**config.mk**
```make
export PLATFORM = sky130hd
export DESIGN_NAME = agu_modrev
export DESIGN_NICKNAME = d
export VERILOG_FILES = /design/src/rtl/agu_pkg.sv /design/src/rtl/agu_modwrap.sv /design/src/rtl/agu_revadd.sv /design/src/rtl/agu_nextcalc.sv /design/src/rtl/agu_modrev.sv
export SDC_FILE = /design/constraint.sdc
export NUM_CORES = 1
export LEC_CHECK = 0
export ABC_AREA = 1
export BUFFER_PORTS_ARGS = -buffer_cell sky130_fd_sc_hd__buf_2
export CAP_MARGIN = 20
export CELL_PAD_IN_SITES_DETAIL_PLACEMENT = 0
export CELL_PAD_IN_SITES_GLOBAL_PLACEMENT = 1
export CORE_MARGIN = 5
export CORE_UTILIZATION = 45
export DETAILED_ROUTE_END_ITERATION = 10
export PLACE_DENSITY = 0.85
export SYNTH_ARGS = -nofsm -noshare
export SYNTH_HDL_FRONTEND = slang
export SYNTH_SLANG_ARGS = --single-unit
```
**constraint.sdc**
```tcl
create_clock -name clk -period 9.8 [get_ports clk]
set_input_delay 0.98 -clock clk [delete_from_list [all_inputs] [get_ports clk]]
set_output_delay 0.98 -clock clk [all_outputs]
set_load 0.01 [all_outputs]
```
**src/rtl/agu_pkg.sv**
```systemverilog
package agu_pkg;
  typedef enum logic [1:0] {
    AM_LIN  = 2'b00,
    AM_MOD  = 2'b01,
    AM_REV  = 2'b10,
    AM_BOTH = 2'b11
  } agu_mode_e;
endpackage

```
**src/rtl/agu_modwrap.sv**
```systemverilog
// Linear and circular-buffer update for one pointer.
module agu_modwrap #(
  parameter int AW = 16
) (
  input  logic [AW-1:0] p,
  input  logic [AW-1:0] step,
  input  logic [AW-1:0] lo,
  input  logic [AW-1:0] hi,
  input  logic          dec,
  input  logic          word,
  input  logic          wrap_en,
  output logic [AW-1:0] q
);
  localparam int W = AW + 1;

  logic [W-1:0] p1, s1, lo1, hi1, gran, len, sum, res;

  always_comb begin
    p1   = {1'b0, p};
    s1   = {1'b0, step};
    lo1  = {1'b0, lo};
    hi1  = {1'b0, hi};
    gran = word ? W'(2) : W'(1);
    len  = hi1 - lo1 + gran;
    sum  = p1 + s1;
    if (!dec) begin
      if (wrap_en && (p1 <= hi1) && (sum > hi1)) res = sum - len;
      else                                       res = sum;
    end else begin
      if (wrap_en && (p1 >= lo1) && (s1 > (p1 - lo1))) res = p1 + len - s1;
      else                                             res = p1 - s1;
    end
    q = res[AW-1:0];
  end
endmodule

```
**src/rtl/agu_revadd.sv**
```systemverilog
// Addition with the carry running from the top bit toward bit 0.
module agu_revadd #(
  parameter int AW = 16
) (
  input  logic [AW-1:0] p,
  input  logic [AW-1:0] m,
  output logic [AW-1:0] q
);
  logic [AW-1:0] p_r, m_r, s_r;

  assign s_r = p_r + m_r;

  for (genvar i = 0; i < AW; i++) begin : g_rev
    assign p_r[i]        = p[AW-1-i];
    assign m_r[i]        = m[AW-1-i];
    assign q[AW-1-i]     = s_r[i];
  end
endmodule

```
**src/rtl/agu_nextcalc.sv**
```systemverilog
// Next pointer value: mode select with bit-reverse priority, word masking.
module agu_nextcalc
  import agu_pkg::*;
#(
  parameter int AW = 16
) (
  input  logic [AW-1:0] p,
  input  logic [AW-1:0] step,
  input  logic [AW-1:0] lo,
  input  logic [AW-1:0] hi,
  input  logic [AW-1:0] rmod,
  input  logic          dec,
  input  logic          word,
  input  logic [1:0]    amode,
  output logic [AW-1:0] q
);
  logic [AW-1:0] q_lin, q_rev, q_sel, mask;
  logic          wrap_en, rev_en;

  assign wrap_en = amode[0];
  assign rev_en  = amode[1];
  assign mask    = word ? ~AW'(1) : '1;

  agu_modwrap #(.AW(AW)) u_wrap (
    .p(p), .step(step), .lo(lo), .hi(hi),
    .dec(dec), .word(word), .wrap_en(wrap_en), .q(q_lin)
  );

  agu_revadd #(.AW(AW)) u_rev (
    .p(p), .m(rmod), .q(q_rev)
  );

  always_comb begin
    q_sel = rev_en ? q_rev : q_lin;
    q     = q_sel & mask;
  end
endmodule

```
**src/rtl/agu_modrev.sv**
```systemverilog
module agu_modrev #(
  parameter int AW = 16
) (
  input  logic          clk,
  input  logic          rst,
  input  logic          load,
  input  logic          upd,
  input  logic [AW-1:0] ptr_in,
  input  logic [AW-1:0] step,
  input  logic          dec,
  input  logic          word,
  input  logic [1:0]    amode,
  input  logic [AW-1:0] buf_lo,
  input  logic [AW-1:0] buf_hi,
  input  logic [AW-1:0] rev_mod,
  output logic [AW-1:0] addr,
  output logic [AW-1:0] nxt
);
  logic [AW-1:0] ptr_q, nxt_q, ptr_d, calc_now, calc_after, load_val;

  assign load_val = word ? (ptr_in & ~AW'(1)) : ptr_in;

  agu_nextcalc #(.AW(AW)) u_now (
    .p(ptr_q), .step(step), .lo(buf_lo), .hi(buf_hi), .rmod(rev_mod),
    .dec(dec), .word(word), .amode(amode), .q(calc_now)
  );

  always_comb begin
    if (load)     ptr_d = load_val;
    else if (upd) ptr_d = calc_now;
    else          ptr_d = ptr_q;
  end

  agu_nextcalc #(.AW(AW)) u_after (
    .p(ptr_d), .step(step), .lo(buf_lo), .hi(buf_hi), .rmod(rev_mod),
    .dec(dec), .word(word), .amode(amode), .q(calc_after)
  );

  always_ff @(posedge clk) begin
    if (rst) begin
      ptr_q <= '0;
      nxt_q <= '0;
    end else begin
      ptr_q <= ptr_d;
      nxt_q <= calc_after;
    end
  end

  assign addr = ptr_q;
  assign nxt  = nxt_q;
endmodule

```
==> impl_metrics.toml, run 1 <==
[outcome]
outcome = "finished clean"

[logic_synthesis]
synth_ff_type = "dfxtp_1"
yosysSeqAreaShare = 0.0436
ys_ff_latch = 32
synth_area_per_cell_um2 = 6.57
async_flop_share = 0
synth_edf_count = 0
yosysWarnings = 0
syn_nets = 2677
synth_top_area_share = 0.264
synthDistinctLibCells = 56
netlist_top_cells_area = "ha_1 (26%), nand2_1 (11%), a21oi_1 (9.4%), inv_1 (7.4%), xor2_1 (6.4%)"
yosysTopAreaCell = "ha_1"
syn_area_um2 = 14700
syn_inst = 2237

[timing]
rsz0062_at_grt = "no"
fin_crit_sh = 0.948
tightest_slew_ps = 826
fmax_ghz = 0.108
timing.hold.ws_ps = 808
fin_skew_ps = 12.3
relSlewSlack = 0.449
setup_viol = 0
min_period_ps = 9290
hold_violations = 0
tns_ps = 0
setup_slack_ps = 513
maxSlewViolCount = 0

[global_routing]
grt_max_degree = 39
grt_pass1_wl_mm = 90.1
grt_usage = 0.323
antenna_found_initial = 1
gr-total-overflow = 0
grt_pass1_vias = 16200

[layout]
post_route_cells_drive_above_1_share = 0.108
multiInputGateArea_um2 = 12700
utilization = 0.497
n_fill_cell = 3443
mostFrequentLayoutCells = "nand2_1 (441), ha_1 (307), inv_1 (290)"
final_common_cell = "nand2_1"
antennaDiodeCount = 0
seqCellArea_um2 = 641
nNetsFinal = 2803
syn_to_final_growth_pct = 9.30
final_cells = 2803

[power_and_ir_drop]
powerDensity_nw_per_um2 = 176
p_leak_uw = 0.00859
irDropWorstVdd_mv = 0.0861

[setup_path]
r2r_cells = 48
rr_startpoint = "addr[1]$_SDFF_PP0_"
crit_path_start_kind = "primary input"
cp_data_arrival_time_ps = 9470
end_kind = "register"
crit_path_frequent_cell = "nand3_1"
r2r_slack_ps = 1180
critPathMaxStageDelay_ps = 560
critPathLaunch = "word"
cp_max_fo = 12
crit_required_ps = 9980
crit_slowest_cell = "fa_1"
path_class = "primary input to register"
rr_endpoint = "nxt[10]$_SDFF_PP0_"

[detailed_routing]
num_vias = 16200
drt_iter0_drc = 1346
wl_per_cell_um = 21.5
drc = 0
route.antenna.remaining_nets = 0
first_pass_iters = 5
routed_wl_mm = 60.4
vias_per_cell = 5.78

[clock_network]
cts_tree = "yes"
cts_buffer_depth = 2
cts_setup_buffers = 0
hold_buffers = 0
cts_resized = 0
clk_pin_slew_ps = 60
clock_latency_ps = 300
clock-root-buffer = "clkbuf_16"
cts_max_level = 2
cts_sinks = 32
cts_made_buffers = 5

[placed_design]
pre_cts_ws_ps = 65.4
numPortBuffers = 119
placed_cells = 2798
dp_hpwl_mm = 52.1
place_congestion = 1.04

[die]
dieWidth_um = 191
core_um2 = 32400
fp-row-count = 66
fp.dieArea_um2 = 36400
dieHeight_um = 191
io_pins = 120
initial_core_util = 0.454

[run]
maxCapViolCount = 0

[min_path]
hold_start = "addr[15]$_SDFF_PP0_"
holdPathStages = 4
min_path_type = "register to register"
min_to = "addr[15]$_SDFF_PP0_"
-- cell type report --
| cell class | instances | area share |
|---|---|---|
| multi-input combinational | 1853 | 0.789 |
| tap | 442 | 0.0344 |
| sequential | 32 | 0.0399 |
| timing repair buffer | 162 | 0.0571 |
| inverter | 309 | 0.0722 |
| clock buffer | 5 | 0.00778 |
-- metrics by stage --
stage / power (µW) / cell area [µm²]
global route: 3100 / 16100
global placement: 2590 / 15900
detailed placement: 2610 / 15900
CTS: 2790 / 16100
floorplan: 1940 / 14700
finish: 2840 / 16100
-- worst max-delay path by stage --
stage                               to  slack, ps  depth (start not counted)
floorplan            nxt[1]$_SDFF_PP0_       2130                         48
global placement    nxt[10]$_SDFF_PP0_        160                         48
detailed placement  nxt[10]$_SDFF_PP0_         70                         48
CTS                 nxt[10]$_SDFF_PP0_        350                         48
global route        nxt[12]$_SDFF_PP0_         10                         49
finish              nxt[10]$_SDFF_PP0_        510                         48
-- state kept, by name, indices dropped and copies added, names as in the netlist --
| signal | cells |
|---|---|
| addr | 16 |
| nxt | 16 |
-- metal layers --
layer / GRT usage / part of all wire
met5: 0 / 0.00025
met4: 0.107 / 0.034
met3: 0.0384 / 0.070
met2: 0.560 / 0.47
met1: 0.418 / 0.43
-- cells in the mapped netlist (38+ instances only) --
cell type,count
inv_1,291
o21ai_0,92
nand3_1,118
ha_1,310
nor2_1,134
fa_1,42
o21ai_1,39
nand2_1,441
a21oi_1,277
nand4_1,38
xor2_1,108
xnor2_1,40
-- report_power, final --
part	switching (µW)	leakage, µW	internal [µW]
Clock	71.4	0.0000616	90.3
Combinational	1580	0.00826	921
Sequential	23.3	0.000266	147
Total	1680	0.00859	1160
-- critical path: cells and delay by family --
kind | cells | cell delay (ps)
xor+xnor | 1 | 140
simple gates | 22 | 3090
buf+inv | 9 | 1270
fa+ha+maj | 6 | 2470
compound gates | 10 | 1480
-- logic make-up after synthesis --
logic type      Yosys count  share of synthesized area
compound gates          541                      0.212
buf+inv                 352                     0.0958
simple gates            812                      0.240
flops                    32                     0.0436
xor+xnor                148                     0.0881
fa+ha+maj               352                      0.321
(Power assumes the default switching activity.)
==> run 2, diff against run 1 <==
--- a/config.mk
+++ b/config.mk
@@ -13,7 +13,7 @@
 export CORE_MARGIN = 5
 export CORE_UTILIZATION = 45
 export DETAILED_ROUTE_END_ITERATION = 10
-export PLACE_DENSITY = 0.85
+export PLACE_DENSITY = 0.84
 export SYNTH_ARGS = -nofsm -noshare
 export SYNTH_HDL_FRONTEND = slang
 export SYNTH_SLANG_ARGS = --single-unit
==> run 2 against run 1 <==
Net effect: sequential share of layout area barely moved; count of clock-buffer cells in the layout is 3 higher; routed wire length increased by 0.18%; via count shrank 0.67%; power up 0.48%; core utilization rose by 0.081 points; clock skew decreased by 1.2 ps; non-clock buffer count is 2 higher; critical path type unchanged; critical endpoint is now nxt[12]$_SDFF_PP0_; highest routed layer unchanged.
==> impl_metrics.toml, run 2 (synthesis results as in run 1) <==
[timing]
setup_viol = 0
setup_slack_ps = 696
fmax_ghz = 0.110
min_period_ps = 9100
fin_skew_ps = 11.1
rsz0062_at_grt = "no"
hold_violations = 0
maxSlewViolCount = 0
tightest_slew_ps = 864
tns_ps = 0
relSlewSlack = 0.418
fin_crit_sh = 0.929

[power_and_ir_drop]
clkPwrFrac = 0.063
combPwrFrac = 0.877
powerDensity_nw_per_um2 = 177
switchingPower_uw = 1680
seqPwrFrac = 0.060
irDropWorstVdd_mv = 0.0855
p_leak_uw = 0.00862
switching_share = 0.591
internal_power_uw = 1170

[layout]
antennaDiodeCount = 0
post_route_cells_drive_above_1_share = 0.107
mostFrequentLayoutCells = "nand2_1 (441), ha_1 (309), inv_1 (291)"
final_common_cell = "nand2_1"
syn_to_final_growth_pct = 9.48
nNetsFinal = 2805

[detailed_routing]
drc = 0
first_pass_iters = 6
num_vias = 16100
wl_per_cell_um = 21.5
vias_per_cell = 5.74
route.antenna.remaining_nets = 0
routed_wl_mm = 60.5
drt_iter0_drc = 1148

[die]
fp-row-count = 66
io_pins = 120
fp.dieArea_um2 = 36400
dieWidth_um = 191
dieHeight_um = 191
initial_core_util = 0.454
core_um2 = 32400

[placed_design]
dp_hpwl_mm = 52.9
numPortBuffers = 119
pre_cts_ws_ps = 364
place_congestion = 1.04

[clock_network]
cts_setup_buffers = 0
cts_max_level = 2
clk_pin_slew_ps = 70
hold_buffers = 0
cts_buffer_depth = 2
cts_tree = "yes"
clock-root-buffer = "clkbuf_16"
cts_sinks = 32
cts_resized = 0
cts_made_buffers = 5
clock_latency_ps = 310

[global_routing]
grt_usage = 0.326
grt_max_degree = 39
gr-total-overflow = 0
grt_pass1_wl_mm = 89.9
antenna_found_initial = 2
grt_pass1_vias = 15900

[run]
maxCapViolCount = 0

[min_path]
min_path_type = "register to register"

[outcome]
outcome = "finished clean"

[setup_path]
crit_path_start_kind = "primary input"
critPathMaxStageDelay_ps = 530
crit_slowest_cell = "nor4_1"
end_kind = "register"
cp_max_fo = 10
cp_data_arrival_time_ps = 9330
path_class = "primary input to register"
crit_required_ps = 10020
crit_path_frequent_cell = "nand2_1"
run 2: layout make-up:
type                       count  area, µm²
multi-input combinational   1853      12700
clock buffer                   8        146
fill                        3417      16300
timing repair buffer         164        937
tap                          442        553
sequential                    32        641
inverter                     309       1160
run 2: power by group through the flow:
stage	Clock [µW]	Combinational [µW]	Sequential (µW)
2_1_floorplan	0	1770	172
3_3_place_gp	0	2430	172
3_5_place_dp	0	2450	172
4_1_cts	180	2460	170
5_1_grt	184	2770	172
6_report	179	2500	170
run 2: path summary, 6_finish.rpt:
check | startpoint | end | slack [ps] | cells past startpoint
max reg2reg | addr[2]$_SDFF_PP0_ | nxt[12]$_SDFF_PP0_ | 1060 | 46
min reg2reg | addr[2]$_SDFF_PP0_ | addr[2]$_SDFF_PP0_ | 790 | 4
max | step[2] | nxt[12]$_SDFF_PP0_ | 700 | 47
min | addr[2]$_SDFF_PP0_ | addr[2]$_SDFF_PP0_ | 790 | 4
run 2: through the flow:
stage / std cells / utilization / power, µW / area (µm²) / hold slack [ps]
after CTS: 2808 / 0.497 / 2810 / 16100 / 773
after global routing: 2808 / 0.497 / 3130 / 16100 / 834
final: 2808 / 0.497 / 2850 / 16100 / 789
after detailed placement: 2800 / 0.493 / 2620 / 15900 / 764
after global placement: 2800 / 0.493 / 2610 / 15900 / 744
after floorplan: 2237 / - / 1940 / 14700 / 671
run 2: worst max-delay path, delay by kind of cell:
family / cells / cell delay [ps]
XOR/XNOR: 2 / 540
adder cells (fa/ha/maj): 4 / 1360
AO/OA/AOI/OAI: 10 / 2000
AND/OR/NAND/NOR: 23 / 3100
buffers and inverters: 8 / 1320
run 2: routing by layer:
layer  vias up  wire, µm  GRT usage
li1       7845         -          -
met1      7539     26000      0.425
met2       611     27800      0.553
met3       107      4320     0.0405
met4         4      2370      0.116
met5         -        21          0
==> run 3, diff against run 2 <==
--- a/config.mk
+++ b/config.mk
@@ -5,15 +5,14 @@
 export SDC_FILE = /design/constraint.sdc
 export NUM_CORES = 1
 export LEC_CHECK = 0
-export ABC_AREA = 1
 export BUFFER_PORTS_ARGS = -buffer_cell sky130_fd_sc_hd__buf_2
 export CAP_MARGIN = 20
 export CELL_PAD_IN_SITES_DETAIL_PLACEMENT = 0
 export CELL_PAD_IN_SITES_GLOBAL_PLACEMENT = 1
 export CORE_MARGIN = 5
-export CORE_UTILIZATION = 45
+export CORE_UTILIZATION = 47
 export DETAILED_ROUTE_END_ITERATION = 10
-export PLACE_DENSITY = 0.84
+export PLACE_DENSITY = 0.85
 export SYNTH_ARGS = -nofsm -noshare
 export SYNTH_HDL_FRONTEND = slang
 export SYNTH_SLANG_ARGS = --single-unit
==> run 3 against run 2 <==
Net effect: non-clock buffer count up 136; first-iteration DRC count is 15% higher; combinational power increased by 24%; fmax is 4.2% lower; routed wire length fell by 2.2%; core utilization up 6.6 points; final area increased by 7.0%; count of clock-buffer cells in the layout unchanged; sequential power up 5%; critical path type unchanged.
==> impl_metrics.toml, run 3 <==
[outcome]
outcome = "finished clean"

[layout]
mostFrequentLayoutCells = "ha_1 (304), buf_4 (177), inv_1 (154)"
antennaDiodeCount = 0
final_cells = 2543
post_route_cells_drive_above_1_share = 0.183
nNetsFinal = 2586
final_common_cell = "ha_1"
n_fill_cell = 2958
syn_to_final_growth_pct = 18.5

[min_path]
hold_start = "addr[1]$_SDFF_PP0_"
min_path_type = "register to register"
holdPathStages = 4
min_to = "addr[1]$_SDFF_PP0_"

[power_and_ir_drop]
powerDensity_nw_per_um2 = 201
p_leak_uw = 0.00846
irDropWorstVdd_mv = 0.0803

[logic_synthesis]
async_flop_share = 0
post-synth-top-count-cell = "ha_1"
ys_ff_latch = 32
syn_area_um2 = 14500
syn_nets = 2326
yosysTopAreaCell = "ha_1"
syn_inst = 1886
synth_top_area_share = 0.267
synth_edf_count = 0
yosysSeqAreaShare = 0.0441
synth_area_per_cell_um2 = 7.70
synthDistinctLibCells = 95
synth_ff_type = "dfxtp_1"
synthTopCellsByCount = "ha_1 (310), inv_1 (155), a21oi_1 (154)"
netlist_top_cells_area = "ha_1 (27%), xnor2_1 (6.7%), fa_1 (5.8%), a21oi_1 (5.3%), dfxtp_1 (4.4%)"
yosysWarnings = 0

[die]
io_pins = 120
fp.dieArea_um2 = 34500
dieHeight_um = 186
fp-row-count = 64
core_um2 = 30600
initial_core_util = 0.475
dieWidth_um = 186

[detailed_routing]
first_pass_iters = 7
routed_wl_mm = 59.2
num_vias = 15800
wl_per_cell_um = 23.3
drt_iter0_drc = 1325
vias_per_cell = 6.21
drc = 0
route.antenna.remaining_nets = 0

[setup_path]
crit_path_start_kind = "primary input"
cp_data_arrival_time_ps = 9730
r2r_cells = 41
rr_endpoint = "nxt[10]$_SDFF_PP0_"
rr_startpoint = "addr[2]$_SDFF_PP0_"
crit_required_ps = 10030
crit_path_frequent_cell = "ha_1"
cp_max_fo = 10
critPathMaxStageDelay_ps = 500
path_class = "primary input to register"
end_kind = "register"
crit_slowest_cell = "or4_1"
r2r_slack_ps = 540

[clock_network]
clock-root-buffer = "clkbuf_16"
cts_sinks = 32
clock_latency_ps = 300
clk_pin_slew_ps = 60
cts_max_level = 2
cts_tree = "yes"
cts_buffer_depth = 2
cts_made_buffers = 5

[timing]
maxSlewViolCount = 0
timing.hold.ws_ps = 819
tightest_slew_ps = 782
relSlewSlack = 0.475
fin_crit_sh = 0.969
setup_viol = 0
fin_skew_ps = 7.51
min_period_ps = 9500
fmax_ghz = 0.105
tns_ps = 0
setup_slack_ps = 301
hold_violations = 0

[placed_design]
placed_cells = 2520
pre_cts_ws_ps = -766
dp_hpwl_mm = 51.3
numPortBuffers = 119
place_congestion = 1.01

[global_routing]
grt_pass1_vias = 15500
grt_max_degree = 31
grt_usage = 0.333
grt_pass1_wl_mm = 87.1
gr-total-overflow = 0
antenna_found_initial = 0

[run]
maxCapViolCount = 0
run 3: cell count changes after synthesis, moves of 27 or more:
cell and delta:
o21ai_1 -29, nand2b_1 +31, inv_1 -136, nor2b_1 +27, a21oi_1 -123, nand2_1 -346
xor2_1 -52, a211oi_1 +28, mux2i_1 +34, nor3_1 +28, a21o_1 +48, nand3_1 -77
xnor2_1 +71
run 3: worst max-delay path, delay by kind of cell:
kind	cells	cell delay, ps
and+or+nand+nor	9	2180
muxes	1	260
adders and majority gates	5	1500
buffers and inverters	4	550
AOI/OAI and AO/OA	20	3950
xor gates and xnor gates	2	270
run 3: worst max-delay path by stage:
stage                         end  slack, ps       from
3_3_place_gp    nxt[0]$_SDFF_PP0_       -590       word
6_report       nxt[10]$_SDFF_PP0_        300  buf_lo[0]
4_1_cts         nxt[2]$_SDFF_PP0_         20       word
5_1_grt         nxt[2]$_SDFF_PP0_        -30       word
2_1_floorplan  nxt[10]$_SDFF_PP0_        760       word
3_5_place_dp    nxt[2]$_SDFF_PP0_       -770       word
run 3: kinds of logic (layout without fill, tap and decap cells):
family	Yosys count	in the layout	synth area share
DFF	32	32	0.0441
xor gates and xnor gates	168	168	0.102
adders and majority gates	352	352	0.325
muxes	39	39	0.0276
buffers and inverters	204	465	0.0553
and+or+nand+nor	501	501	0.173
AOI/OAI and AO/OA	590	590	0.273
run 3: through the flow:
step / total power [µW] / util / cell area, µm²
CTS: 3350 / 0.552 / 16900
detailed placement: 3150 / 0.545 / 16700
floorplan: 2220 / - / 14500
global route: 3750 / 0.563 / 17200
global placement: 3120 / 0.545 / 16700
finish: 3450 / 0.563 / 17200
run 3: final cells by class:
type	count	area [µm²]	area share
multi-input cells	1650	13400	0.776
repair buffers	300	1990	0.115
flip-flops and latches	32	641	0.0372
inverters	157	593	0.0344
well taps	396	495	0.0288
clock buffers	8	146	0.00850
run 3: per-layer routing:
| layer | track usage | vias to the layer above | part of all wire |
|---|---|---|---|
| met5 | 0 | - | 0 |
| met4 | 0.105 | 0 | 0.035 |
| met3 | 0.0262 | 87 | 0.071 |
| met2 | 0.571 | 642 | 0.47 |
| met1 | 0.444 | 7599 | 0.43 |
| li1 | - | 7475 | - |
run 3: timing repair:
| action | 4_1_cts | 5_1_grt |
|---|---|---|
| pin swaps | 1 | 23 |
| setup buffers | 0 | 15 |
| hold buffers | 0 | 0 |
| setup endpoints to repair | 16 | 16 |
| gates resized for setup | 10 | 46 |
run 3: power breakdown:
group	internal (µW)	switching, µW	total [µW]
sequential	154	25.5	179
clock	102	74.4	176
combinational	1370	1730	3100
total	1630	1830	3450
